--- config.mk ---
export PLATFORM = sky130hd
export DESIGN_NAME = nco_phase_sync
export DESIGN_NICKNAME = d
export VERILOG_FILES = /design/src/rtl/nps_pkg.sv /design/src/rtl/nps_sync2.sv /design/src/rtl/nps_trigger.sv /design/src/rtl/nps_accum.sv /design/src/rtl/nps_mfc.sv /design/src/rtl/nco_phase_sync.sv
export SDC_FILE = /design/constraint.sdc
export NUM_CORES = 1
export LEC_CHECK = 0
export CAP_MARGIN = 20
export CORE_ASPECT_RATIO = 1.25
export CORE_MARGIN = 5
export CORE_UTILIZATION = 43
export DETAILED_ROUTE_END_ITERATION = 12
export PLACE_DENSITY = 0.87
export SYNTH_ARGS = -nofsm -noshare
export SYNTH_HDL_FRONTEND = slang
export SYNTH_SLANG_ARGS = --single-unit
export TNS_END_PERCENT = 100
--- constraint.sdc ---
create_clock -name clk -period 2.8 [get_ports clk]
set_input_delay 0.7 -clock clk [delete_from_list [all_inputs] [get_ports clk]]
set_output_delay 0.7 -clock clk [all_outputs]
set_load 0.01 [all_outputs]
--- src/rtl/nps_pkg.sv ---
// Package: shared types for the NCO phase synchronization controller.
// Assumes: nothing beyond IEEE 1800-2017.
package nps_pkg;

    // Progress of the link-mode trigger through code-group synchronization
    typedef enum logic [1:0] {
        CS_IDLE,      // link disabled or SYSREF mode
        CS_WAIT_LOW,  // link enabled, waiting for SYNC to go low
        CS_CGS,       // SYNC low seen, waiting for its release
        CS_DONE       // restart issued for this link enable
    } cgs_state_t;

endpackage

--- src/rtl/nps_sync2.sv ---
// Module: two-flop synchronizer for one asynchronous control line.
// Assumes: the input is a level held for at least two clock periods.
module nps_sync2 #(
    parameter logic RST_VAL = 1'b0
) (
    input  logic clk,
    input  logic rst_n,
    input  logic d,
    output logic q
);
    logic meta_q;

    // Two-stage capture of the asynchronous input
    always_ff @(posedge clk) begin
        if (!rst_n) begin
            meta_q <= RST_VAL;
            q      <= RST_VAL;
        end else begin
            meta_q <= d;
            q      <= meta_q;
        end
    end
endmodule

--- src/rtl/nps_trigger.sv ---
// Module: decides the restart cycle from synchronized SYSREF and SYNC.
// Holds the one-shot arm, the sticky done flag and the link-mode state.
// Assumes: sysref_s and sync_s are already synchronized; arm_bit is synchronous.
module nps_trigger
    import nps_pkg::*;
(
    input  logic clk,
    input  logic rst_n,
    input  logic sync_mode,
    input  logic link_en,
    input  logic arm_bit,
    input  logic sysref_s,
    input  logic sync_s,
    output logic fire,
    output logic sysref_rise,
    output logic armed,
    output logic done
);
    logic       arm_q, sysref_d, sync_d;
    logic       arm_rise, sync_rise, sref_fire, link_fire;
    cgs_state_t state_q, state_n;

    // Previous values for edge detection
    always_ff @(posedge clk) begin
        if (!rst_n) begin
            arm_q    <= 1'b0;
            sysref_d <= 1'b0;
            sync_d   <= 1'b1;
        end else begin
            arm_q    <= arm_bit;
            sysref_d <= sysref_s;
            sync_d   <= sync_s;
        end
    end

    // Edge strobes and the two trigger sources
    always_comb begin
        arm_rise    = arm_bit & ~arm_q;
        sysref_rise = sysref_s & ~sysref_d;
        sync_rise   = sync_s & ~sync_d;
        sref_fire   = ~sync_mode & armed & sysref_rise;
        link_fire   = sync_mode & link_en & (state_q == CS_CGS) & sync_rise;
        fire        = sref_fire | link_fire;
    end

    // Next state of the link-mode sequence
    always_comb begin
        state_n = state_q;
        if (!sync_mode || !link_en) begin
            state_n = CS_IDLE;
        end else begin
            case (state_q)
                CS_IDLE:     state_n = CS_WAIT_LOW;
                CS_WAIT_LOW: if (!sync_s) state_n = CS_CGS;
                CS_CGS:      if (sync_rise) state_n = CS_DONE;
                default:     state_n = state_q;
            endcase
        end
    end

    // State, one-shot arm and sticky done registers
    always_ff @(posedge clk) begin
        if (!rst_n) begin
            state_q <= CS_IDLE;
            armed   <= 1'b0;
            done    <= 1'b0;
        end else begin
            state_q <= state_n;
            if (sync_mode)     armed <= 1'b0;
            else if (arm_rise) armed <= 1'b1;
            else if (sref_fire) armed <= 1'b0;
            if (fire)                         done <= 1'b1;
            else if (!sync_mode && arm_rise)  done <= 1'b0;
            else if (sync_mode && !link_en)   done <= 1'b0;
        end
    end
endmodule

--- src/rtl/nps_accum.sv ---
// Module: one phase accumulator; loads its start phase on a restart.
// Assumes: load is a single-cycle strobe.
module nps_accum #(
    parameter int ACC_W = 32
) (
    input  logic             clk,
    input  logic             rst_n,
    input  logic             load,
    input  logic [ACC_W-1:0] freq,
    input  logic [ACC_W-1:0] phase,
    output logic [ACC_W-1:0] acc
);
    // Restart to the start phase or step by the tuning word
    always_ff @(posedge clk) begin
        if (!rst_n)    acc <= '0;
        else if (load) acc <= phase;
        else           acc <= acc + freq;
    end
endmodule

--- src/rtl/nps_mfc.sv ---
// Module: local multiframe counter with period MF_PERIOD, realigned by a strobe.
// Assumes: MF_PERIOD >= 2.
module nps_mfc #(
    parameter int MF_PERIOD = 16,
    localparam int MF_W = $clog2(MF_PERIOD)
) (
    input  logic            clk,
    input  logic            rst_n,
    input  logic            align,
    output logic [MF_W-1:0] cnt
);
    localparam logic [MF_W-1:0] LAST = MF_W'(MF_PERIOD - 1);

    // Count with wrap, or return to zero on realignment
    always_ff @(posedge clk) begin
        if (!rst_n || align) cnt <= '0;
        else if (cnt == LAST) cnt <= '0;
        else                  cnt <= cnt + 1'b1;
    end
endmodule

--- src/rtl/nco_phase_sync.sv ---
// Module: NCO phase synchronization controller (top).
// Synchronizes SYSREF and SYNC, picks the restart trigger, restarts both
// phase accumulators and realigns the local multiframe counter.
// Assumes: register inputs are synchronous to clk; sysref_in and sync_n_in are not.
module nco_phase_sync #(
    parameter int ACC_W     = 32,
    parameter int MF_PERIOD = 16
) (
    input  logic                         clk,
    input  logic                         rst_n,
    input  logic [ACC_W-1:0]             freq_a,
    input  logic [ACC_W-1:0]             phase_a,
    input  logic [ACC_W-1:0]             freq_b,
    input  logic [ACC_W-1:0]             phase_b,
    input  logic                         link_en,
    input  logic                         sync_mode,
    input  logic                         arm_bit,
    input  logic                         sync_n_in,
    input  logic                         sysref_in,
    output logic [ACC_W-1:0]             acc_a,
    output logic [ACC_W-1:0]             acc_b,
    output logic [$clog2(MF_PERIOD)-1:0] mf_cnt,
    output logic                         mf_align,
    output logic                         armed,
    output logic                         sync_done
);
    localparam int NUM_CH = 2;

    logic             sysref_s, sync_s, fire, sysref_rise;
    logic [ACC_W-1:0] freq_v  [NUM_CH];
    logic [ACC_W-1:0] phase_v [NUM_CH];
    logic [ACC_W-1:0] acc_v   [NUM_CH];

    nps_sync2 #(.RST_VAL(1'b0)) sref_sync_i (
        .clk(clk), .rst_n(rst_n), .d(sysref_in), .q(sysref_s));
    nps_sync2 #(.RST_VAL(1'b1)) link_sync_i (
        .clk(clk), .rst_n(rst_n), .d(sync_n_in), .q(sync_s));

    nps_trigger trig_i (
        .clk(clk), .rst_n(rst_n), .sync_mode(sync_mode), .link_en(link_en),
        .arm_bit(arm_bit), .sysref_s(sysref_s), .sync_s(sync_s),
        .fire(fire), .sysref_rise(sysref_rise), .armed(armed), .done(sync_done));

    // Gather per-channel words into arrays
    always_comb begin
        freq_v[0]  = freq_a;
        freq_v[1]  = freq_b;
        phase_v[0] = phase_a;
        phase_v[1] = phase_b;
    end

    for (genvar ch = 0; ch < NUM_CH; ch++) begin : g_ch
        nps_accum #(.ACC_W(ACC_W)) acc_i (
            .clk(clk), .rst_n(rst_n), .load(fire),
            .freq(freq_v[ch]), .phase(phase_v[ch]), .acc(acc_v[ch]));
    end

    nps_mfc #(.MF_PERIOD(MF_PERIOD)) mfc_i (
        .clk(clk), .rst_n(rst_n), .align(sysref_rise), .cnt(mf_cnt));

    assign acc_a    = acc_v[0];
    assign acc_b    = acc_v[1];
    assign mf_align = sysref_rise;
endmodule

---- Word level (Yosys, flattened, before mapping) ----
Index checks and enable logic that the tools add are counted.
word-level totals
  output and inout port bits .............. 71
  logic and storage cells ................. 60
  input bits .............................. 135
  flip-flop bits (word level) ............. 79
operators by class
  equal/unequal tests ..................... 5
  add/sub/neg operators ................... 3
  bitwise operators ....................... 14
  muxes and demuxes ....................... 10
  reductions and logical operators ........ 15
operators by type and width
  operator               count
  $add A32 B32 Y32       2
  $mux W32               2
  $and A1 B1 Y1          8
  $pmux W2 S3            1
  $reduce_bool A3 Y1     2
  $reduce_or A2 Y1       3
  $mux W1                5
  $not A1 Y1             5
  $add A4 B1 Y4 const B  1
  $eq A4 B4 Y1 const B   1
  $mux W2                2
  $logic_not A1 Y1       3
  $reduce_and A3 Y1      1
  $eq A2 B1 Y1 const B   1
  $eq A2 B2 Y1 const B   1
  $logic_and A1 B1 Y1    2
  $logic_not A2 Y1       1
  $logic_or A1 B1 Y1     2
  $ne A2 B1 Y1 const B   1
  $ne A2 B2 Y1 const B   1
  $reduce_bool A2 Y1     1
  $or A1 B1 Y1           1

---- Depth between registers and ports, before layout ----
Gate-level depths: netlist of the first run.
  depth in word-level cells ............... 5
  mapped depth ............................ 10
  depth with buffers taken out ............ 9

---- Hierarchy ----
Synthesis of the first run repeated with hierarchy kept, for this count alone.
unflattened totals
  cells, all modules ...................... 811
  area total of the unflattened synthesis .. 6521.3 um2
modules (own cells, without submodules)
  module                     times used  cells each  area an instance (um2)  seq. area each (um2)
  nps_accum (g_ch[1].acc_i)  1           410         3079.2                  640.6
  nps_accum (g_ch[0].acc_i)  1           343         2817.7                  640.6
  nps_trigger                1           35          362.8                   140.1
  nps_mfc                    1           15          156.4                   80.1
  nps_sync2                  2           4           52.6                    40.0

---- Least setup slack after synthesis of the first run ----
No wires, ideal clock.
  path type ............................... input to register
  start point ............................. input freq_a[0]
  end point ............................... register g_ch[0].acc_i.acc[20]
  setup slack ............................. -131 ps
  stages on the path ...................... 9
  setup time .............................. 116 ps
  buffers on the path ..................... 0
  arrival ................................. 2815 ps
  required time ........................... 2684 ps
  cells stage by stage .................... ha_1 -> fa_1 -> a21o_1 -> a221oi_4 -> a21oi_2 -> a221o_1 -> a311oi_2 -> mux2i_1 -> a31o_1
on the way
  longest elaborated chain between the ends .. 2
ends and longest elaborated chain
  item                    RTL line              source
  start: declaration      nco_phase_sync.sv:11  input logic [ACC_W-1:0] freq_a,
  $add A32 B32 Y32        nps_accum.sv:17       else acc <= acc + freq;
  $mux W32                nps_accum.sv:16       else if (load) acc <= phase;
  end signal: assignment  nps_accum.sv:16
  end signal: assignment  nps_accum.sv:17
  end: declaration        nps_accum.sv:11       output logic [ACC_W-1:0] acc
No other way between the ends.
A chain may end at the register's enable or synchronous reset.

---- Worst setup path in the final report of the first run ----
  start point ............................. input freq_a[13]
  end point ............................... register g_ch[0].acc_i.acc[27]
Same word-level chain as after synthesis.

==> flow_metrics.py, run 1 <==
metrics = {
    "power": {
        "p_leak_nw": 4.40,
        "finalPower_w": 0.0103,
        "power_density_nw_per_um2": 1000,
        "ir_worst_vdd_v": 0.000650,
    },
    "status": {
        "status": "complete, but fails checks",
        "failed_checks": "negative setup slack",
    },
    "route": {
        "drc_errors": 0,
        "first_pass_iters": 5,
        "wl_per_cell_um": 19.3,
        "routed_via_density": 5.91,
        "wl_mm": 25.4,
        "vias": 7784,
        "first_iter_violations": 505,
        "ant_nets": 0,
    },
    "layout": {
        "design_area_sq_um": 10300,
        "largest_reg_flops": 64,
        "stdcell_count": 1317,
        "final_cell_mix": "clkdlybuf4s50_1, buf_4, nand2_1",
        "top_register": "g_ch.acc_i.acc",
        "drive_gt1_frac": 0.212,
        "top_regs": "g_ch.acc_i.acc: 64 flops, mfc_i.cnt: 4 flops, trig_i.state_q: 2 flops",
        "syn_to_final_growth_pct": 64.8,
        "final_nets": 1336,
        "mostFrequentLayoutCell": "clkdlybuf4s50_1",
    },
    "synth": {
        "ys_async_sr_fraction": 0,
        "synth.yosys.warnings": 0,
        "synth.ff_latch_count": 79,
        "synth_edf_count": 0,
        "ys.flop_type": "dfxtp_1",
        "syn_area_sq_um": 6250,
        "synth_nets": 1010,
        "ys_types": 65,
        "avgSynthCellArea_sq_um": 7.75,
        "seq_area_frac_synth": 0.253,
        "synth_cells": 807,
    },
    "timing": {
        "setup_slack_ns": -0.0177,
        "layout_min_cycle_time_ns": 2.82,
        "slew_headroom": 0.669,
        "hold_ws_ns": 0.417,
        "fin_skew_ns": 0.0100,
        "drv_slew": 0,
        "worst_pin_slew_ns": 0.485,
        "final_hold_viol_count": 0,
        "setup_viol": 2,
        "fin_crit_sh": 1.01,
        "timing.fmax_mhz": 355,
    },
    "grt": {
        "track_usage": 0.268,
        "overflow": 0,
        "grt_max_degree": 64,
        "grt_antenna_before_repair": 0,
        "grt_pass1_wl_mm": 37.5,
        "grt_pass1_vias": 8089,
    },
    "setup_path": {
        "end_kind": "flop",
        "path_class": "input pin to flop",
        "critical_path.slowest_cell": "clkdlybuf4s50_1",
        "critPathArrivalTime_ns": 3.08,
        "startpoint_type": "input pin",
        "max_stage_delay_ns": 0.46,
        "cp_num_buf_inv": 2,
        "required_ns": 3.07,
        "critPathMaxFanout": 3,
        "path_delay_family": "compound AO/OA/AOI/OAI gates",
        "worstPathCellList": "clkdlybuf4s50_1, ha_4, nand3_4, a2111oi_4, o21a_1, or4_4, nand3_2, buf_4, a2111o_1, o221ai_1",
    },
    "floorplanning": {
        "rows": 49,
        "coreArea_sq_um": 14300,
        "start_util": 0.436,
        "fp.dieH_um": 145,
        "io_pins": 206,
        "die_area_sq_um": 17100,
        "die_w_um": 118,
    },
    "clocking": {
        "cts_hold_buf": 0,
        "cts_buffers": 9,
        "clk_path_buf_depth": 2,
        "cts-root-buf": "clkbuf_16",
        "htreeDepth": 3,
        "path_clk_slew_ns": 0.06,
        "clk_latency_ns": 0.35,
        "clock_sinks": 79,
        "cts_tree": "yes",
    },
    "worst_hold_path": {
        "hold_path_class": "flop to flop",
    },
    "placement": {
        "portBuffers": 205,
        "gp_congestion": 0.946,
        "hpwlAfterDp_mm": 18.5,
        "placed_cells_incl_taps": 1292,
        "placed_cell_area_sq_um": 9480,
    },
    "flow_run": {
        "cap_violations": 0,
    },
}
[power by group]
group / internal, W / switching [W]
Clock: 0.000811 / 0.000530
Combinational: 0.00367 / 0.00344
Sequential: 0.00155 / 0.000326
[area by class of cell]
type / count / area, sq um
Multi-Input combinational cell: 670 / 4890
Fill cell: 1076 / 4050
Timing Repair Buffer: 352 / 3190
Sequential cell: 79 / 1580
Clock buffer: 10 / 239
Tap cell: 178 / 223
Clock inverter: 6 / 90.1
Inverter: 21 / 78.8
Antenna cell: 1 / 2.50
[final timing paths]
kind	slack, ns	from	endpoint	cells past startpoint
hold / removal	0.42	link_sync_i.meta_q	link_sync_i.q	1
hold reg to reg	0.42	link_sync_i.meta_q	link_sync_i.q	1
setup reg to reg	0.17	g_ch[0].acc_i.acc[0]	g_ch[0].acc_i.acc[20]	9
setup / recovery	-0.02	freq_a[13]	g_ch[0].acc_i.acc[27]	10
[kinds of logic after synthesis]
kind of cell               synth area share
adders and majority gates             0.139
DFF                                   0.253
muxes                               0.00801
buffers and inverters                0.0352
and+or+nand+nor                       0.220
xor gates and xnor gates             0.0476
AOI/OAI and AO/OA                     0.297
[metrics by stage]
stage               TNS (ns)  setup slack, ns  utilization
global route          -0.201          -0.0628        0.718
detailed placement    -16.84           -0.634        0.661
CTS                        0          0.00283        0.695
finish               -0.0338          -0.0177        0.718
floorplan            -0.0634          -0.0634            -
global placement      -14.26           -0.583        0.661
[synth_stat cells (3+ instances only)]
master      n  area share
nor4_1      3      0.0030
a211oi_1   13       0.016
a21boi_1    3      0.0036
a2111oi_0  10       0.014
nor3_1     15       0.012
a31oi_1     7      0.0070
nand3_1    43       0.034
or3_1       7      0.0070
buf_1       4      0.0024
a21oi_1    94       0.075
a311o_1     6      0.0096
dfxtp_1    79        0.25
inv_1      20       0.012
o31ai_1     7      0.0084
mux2i_1     5      0.0080
or2_2       4      0.0040
a21o_1     21       0.025
o21bai_1    6      0.0072
clkbuf_1   31       0.019
nand2b_1    6      0.0060
o21a_1     15       0.018
xor2_1     16       0.022
ha_1       66        0.13
a31o_2      3      0.0042
o21ai_0    28       0.022
and3_1     18       0.018
nor2_1     41       0.025
and2_1     13       0.013
nand4_1    16       0.016
or4_1       3      0.0036
nor2b_1     7      0.0070
o211ai_1   18       0.022
xnor2_1    18       0.025
and4_1      3      0.0042
nand2_1    98       0.059
o21ai_1    20       0.016
[per-layer routing]
metal	track usage	share of wire	wire length, um
met3	0.0521	0.063	1610
met1	0.274	0.36	9240
met5	0	0	0
met2	0.515	0.52	13300
met4	0.142	0.048	1230
[what timing repair did]
| item | CTS | global route |
|---|---|---|
| setup endpoints to repair | 26 | 26 |
| pin swaps | 25 | 23 |
| buffers inserted | 4 | 4 |
| gates resized for setup | 35 | 56 |
(Power assumes the default switching activity.)
==> run 2: changes to the inputs <==
- CORE_UTILIZATION: 43 -> 44
- CTS_BUF_LIST: default -> sky130_fd_sc_hd__clkbuf_8
- PLACE_DENSITY: 0.87 -> 0.88
==> flow_metrics.py, run 2 (synthesis gave the netlist of run 1 again) <==
metrics = {
    "status": {
        "status": "finished clean",
    },
    "clocking": {
        "clock_sinks": 79,
        "htreeDepth": 3,
        "clk_path_buf_depth": 2,
        "cts-root-buf": "clkbuf_8",
        "cts_buffers": 9,
        "cts_tree": "yes",
        "clk_latency_ns": 0.37,
        "cts_hold_buf": 0,
        "path_clk_slew_ns": 0.09,
    },
    "grt": {
        "grt_max_degree": 42,
        "grt_antenna_before_repair": 0,
        "overflow": 0,
        "track_usage": 0.272,
        "grt_pass1_wl_mm": 36.3,
        "grt_pass1_vias": 7775,
    },
    "floorplanning": {
        "coreArea_sq_um": 13900,
        "fp.dieH_um": 143,
        "io_pins": 206,
        "die_area_sq_um": 16700,
        "start_util": 0.451,
        "rows": 48,
        "die_w_um": 117,
    },
    "route": {
        "wl_mm": 24.2,
        "first_iter_violations": 420,
        "drc_errors": 0,
        "routed_via_density": 5.84,
        "vias": 7665,
        "wl_per_cell_um": 18.4,
        "ant_nets": 0,
        "first_pass_iters": 5,
    },
    "timing": {
        "layout_min_cycle_time_ns": 2.75,
        "worst_pin_slew_ns": 0.498,
        "final_hold_viol_count": 0,
        "setup_viol": 0,
        "drv_slew": 0,
        "timing.fmax_mhz": 364,
        "fin_skew_ns": 0.0123,
        "fin_crit_sh": 0.980,
        "setup_slack_ns": 0.0547,
        "slew_headroom": 0.665,
    },
    "layout": {
        "antennaDiodeCount": 0,
        "drive_gt1_frac": 0.199,
        "syn_to_final_growth_pct": 61.6,
        "ff_latch_area_sq_um": 1580,
        "top_register": "g_ch.acc_i.acc",
        "multi_input_area_sq_um": 4790,
        "final_nets": 1337,
        "top_regs": "g_ch.acc_i.acc: 64 flops, mfc_i.cnt: 4 flops, trig_i.state_q: 2 flops",
        "stdcell_count": 1313,
        "mostFrequentLayoutCell": "clkdlybuf4s50_1",
        "largest_reg_flops": 64,
        "post-route-util": 0.728,
        "nFillCells": 1029,
        "final_cell_mix": "clkdlybuf4s50_1, buf_4, nand2_1",
    },
    "worst_hold_path": {
        "holdPathEnd": "link_sync_i.q",
        "hold_path_class": "flop to flop",
        "min_delay_path_depth": 1,
        "hold_path.startpoint": "link_sync_i.meta_q",
    },
    "power": {
        "p_leak_nw": 4.37,
        "finalPower_w": 0.00980,
        "swShare": 0.415,
        "p_int_w": 0.00573,
        "p_switching_w": 0.00407,
        "power_frac_seq": 0.191,
        "power_density_nw_per_um2": 970,
        "ir_worst_vdd_v": 0.000570,
        "clkPwrFrac": 0.107,
        "pwr-share-comb": 0.702,
    },
    "setup_path": {
        "end_kind": "flop",
        "r2r_cells": 10,
        "required_ns": 3.12,
        "critPathArrivalTime_ns": 3.06,
        "max_stage_delay_ns": 0.46,
        "rr_startpoint": "g_ch[0].acc_i.acc[0]",
        "startpoint_type": "input pin",
        "worstPathCellList": "clkdlybuf4s50_1, ha_4, nand2_1, buf_4, a21oi_1, o211ai_1, nand2_1, o31ai_1, buf_4, a2111oi_0, a211o_1",
        "path_class": "input pin to flop",
        "critPathMaxFanout": 4,
        "r2r_setup_slack_ns": 0.29,
        "critical_path.slowest_cell": "clkdlybuf4s50_1",
        "r2r_end": "g_ch[0].acc_i.acc[12]",
    },
    "placement": {
        "placed_cells_incl_taps": 1294,
        "gp_congestion": 0.991,
        "hpwlAfterDp_mm": 18.7,
        "dp_slack_ns": -0.626,
        "portBuffers": 205,
    },
    "flow_run": {
        "cap_violations": 0,
    },
}
run 2: cell count changes in the layout (fill, tap and decap cells not counted), sizes merged:
cell,before,now
bufinv,2,3
dlygate4sd2,4,0
clkinvlp,1,2
diode,1,0
clkbuf,11,9
buf,147,149
dlymetal6s2s,8,12
inv,23,21
run 2: area by class of cell:
cell class	instances	share of cell area
inverter	21	0.00780
tap	175	0.0217
multi-input combinational	670	0.475
timing repair buffer	353	0.316
clock inverter	6	0.0109
clock buffer	9	0.0123
sequential	79	0.157
run 2: metrics by stage:
stage	instance area, sq um	TNS [ns]	hold WS, ns
5_1_grt	10100	-0.00441	0.459
4_1_cts	9820	0	0.441
2_1_floorplan	6270	-0.0634	0.386
3_5_place_dp	9490	-16.40	0.409
6_report	10100	0	0.439
3_3_place_gp	9490	-14.01	0.392
run 2: worst max-delay path, delay by kind of cell:
kind	cells	cell delay, ns
compound gates	5	0.97
buf+inv	3	0.77
fa+ha+maj	1	0.31
simple gates	2	0.30
run 2: per-layer routing:
metal	vias up	track usage	wire length (um)
met2	352	0.498	12400
met3	106	0.0432	1550
met4	0	0.165	1290
li1	3663	-	-
met5	-	0	0
met1	3544	0.287	8900
run 2: worst max path at each step:
stage	startpoint	to	slack [ns]	depth (start not counted)
floorplan	freq_a[0]	g_ch[0].acc_i.acc[20]	-0.06	9
global placement	freq_a[0]	g_ch[0].acc_i.acc[20]	-0.58	10
detailed placement	freq_a[0]	g_ch[0].acc_i.acc[20]	-0.63	10
CTS	freq_a[6]	g_ch[0].acc_i.acc[23]	0.001	9
global route	freq_b[7]	g_ch[1].acc_i.acc[30]	-0.004	10
finish	freq_a[7]	g_ch[0].acc_i.acc[29]	0.05	11
run 2: what timing repair did:
item                       in CTS  in global routing
setup buffers                   1                  3
gates resized for setup        21                 51
pin swaps                      17                 28
setup endpoints to repair      21                 30
gates cloned                    0                  0
run 2: power groups by stage:
stage                     clock network (W)  logic [W]  registers, W
after floorplan                           0    0.00331       0.00197
after global placement                    0    0.00626       0.00183
after detailed placement                  0    0.00641       0.00184
after CTS                           0.00106    0.00653       0.00183
after global routing                0.00110    0.00742       0.00191
final                               0.00105    0.00688       0.00187
==> run 3: changes to the inputs <==
- PLACE_DENSITY: 0.88 -> 0.84
==> flow_metrics.py, run 3 (synthesis gave the netlist of run 1 again) <==
metrics = {
    "floorplanning": {
        "rows": 48,
        "fp.dieH_um": 143,
        "start_util": 0.451,
        "die_area_sq_um": 16700,
        "io_pins": 206,
        "coreArea_sq_um": 13900,
        "die_w_um": 117,
    },
    "clocking": {
        "path_clk_slew_ns": 0.09,
        "clk_path_buf_depth": 2,
        "cts-root-buf": "clkbuf_8",
        "htreeDepth": 3,
        "cts_tree": "yes",
        "clock_sinks": 79,
        "cts_buffers": 9,
        "clk_latency_ns": 0.37,
    },
    "timing": {
        "fin_crit_sh": 0.985,
        "final_hold_viol_count": 0,
        "slew_headroom": 0.694,
        "layout_min_cycle_time_ns": 2.76,
        "fin_skew_ns": 0.00799,
        "timing.fmax_mhz": 362,
        "setup_slack_ns": 0.0410,
        "setup_viol": 0,
        "worst_pin_slew_ns": 0.455,
        "drv_slew": 0,
    },
    "route": {
        "wl_per_cell_um": 17.7,
        "first_pass_iters": 6,
        "routed_via_density": 5.77,
        "first_iter_violations": 441,
        "vias": 7708,
        "wl_mm": 23.6,
        "ant_nets": 0,
        "drc_errors": 0,
    },
    "power": {
        "ir_worst_vdd_v": 0.000518,
        "power_density_nw_per_um2": 944,
        "p_leak_nw": 4.46,
    },
    "layout": {
        "top_regs": "g_ch.acc_i.acc: 64 flops, mfc_i.cnt: 4 flops, trig_i.state_q: 2 flops",
        "drive_gt1_frac": 0.214,
        "syn_to_final_growth_pct": 63.7,
        "top_register": "g_ch.acc_i.acc",
        "final_cell_mix": "clkdlybuf4s50_1, buf_4, nand2_1",
        "nFillCells": 1002,
        "final_nets": 1357,
        "stdcell_count": 1335,
        "mostFrequentLayoutCell": "clkdlybuf4s50_1",
        "largest_reg_flops": 64,
    },
    "setup_path": {
        "path_class": "input pin to flop",
        "required_ns": 3.12,
        "critPathMaxFanout": 5,
        "worstPathCellList": "clkdlybuf4s50_1, ha_1, buf_4, nand2_1, nor2_1, o211ai_1, nor2_2, o21ai_1, a2111oi_0, a311o_1",
        "critical_path.slowest_cell": "a2111oi_0",
        "critPathArrivalTime_ns": 3.08,
        "max_stage_delay_ns": 0.51,
        "end_kind": "flop",
        "startpoint_type": "input pin",
    },
    "grt": {
        "grt_antenna_before_repair": 1,
        "grt_pass1_vias": 7829,
        "overflow": 0,
        "track_usage": 0.269,
        "grt_pass1_wl_mm": 36.0,
        "grt_max_degree": 32,
    },
    "placement": {
        "gp_congestion": 0.938,
        "dp_slack_ns": -0.666,
        "placed_cells_incl_taps": 1308,
        "hpwlAfterDp_mm": 18.1,
        "portBuffers": 205,
    },
    "status": {
        "status": "finished clean",
    },
    "worst_hold_path": {
        "hold_path_class": "flop to flop",
    },
    "flow_run": {
        "cap_violations": 0,
    },
}
==> run 3: repair_timing <==
action                                  4_1_cts  5_1_grt
setup buffers                                 5        5
resized for setup                            27       47
hold buffers                                  0        0
endpoints found under the setup margin       23       26
hold endpoints to repair                      0        0
pin swaps                                    16       26
==> run 3: stage by stage <==
step	instance area [sq um]	setup TNS [ns]	hold WS, ns	power, W	util
3_5_place_dp	9590	-15.47	0.407	0.00824	0.691
5_1_grt	10200	-0.235	0.446	0.0104	0.738
4_1_cts	9960	-0.00647	0.427	0.00932	0.718
6_report	10200	0	0.427	0.00966	0.738
2_1_floorplan	6270	-0.0634	0.386	0.00528	-
3_3_place_gp	9590	-13.26	0.389	0.00811	0.691
==> run 3: critical path: cells and delay by family <==
kind,cells,cell delay [ns]
adders and majority gates,1,0.33
and+or+nand+nor,3,0.50
AOI/OAI and AO/OA,4,1.00
buffers and inverters,2,0.55
==> run 3: cell type report <==
cell class / count / area (sq um) / area share
multi-input cells: 670 / 4830 / 0.472
flip-flops and latches: 79 / 1580 / 0.155
diodes: 1 / 2.50 / 0.000244
repair buffers: 373 / 3330 / 0.326
clock inverters: 6 / 53.8 / 0.00526
well taps: 175 / 219 / 0.0214
inverters: 21 / 78.8 / 0.00770
clock buffers: 10 / 138 / 0.0134
==> run 3: per-layer routing <==
layer  share of wire  track usage
met1            0.36        0.281
met4           0.047        0.147
met2            0.52        0.499
met3           0.074       0.0487
met5               0            0
==> run 3: power by group <==
part           switching (W)  total, W  internal [W]
Sequential          0.000302   0.00185       0.00155
Clock               0.000461  0.000888      0.000426
Combinational        0.00326   0.00692       0.00366
==> run 3: path summary, 6_finish.rpt <==
check,start,to,slack (ns),cells after the start
worst max-delay path,freq_b[7],g_ch[1].acc_i.acc[23],0.04,10
worst min-delay path,link_sync_i.meta_q,link_sync_i.q,0.43,1
worst max register to register,g_ch[0].acc_i.acc[0],g_ch[0].acc_i.acc[20],0.20,9
worst min register to register,link_sync_i.meta_q,link_sync_i.q,0.43,1
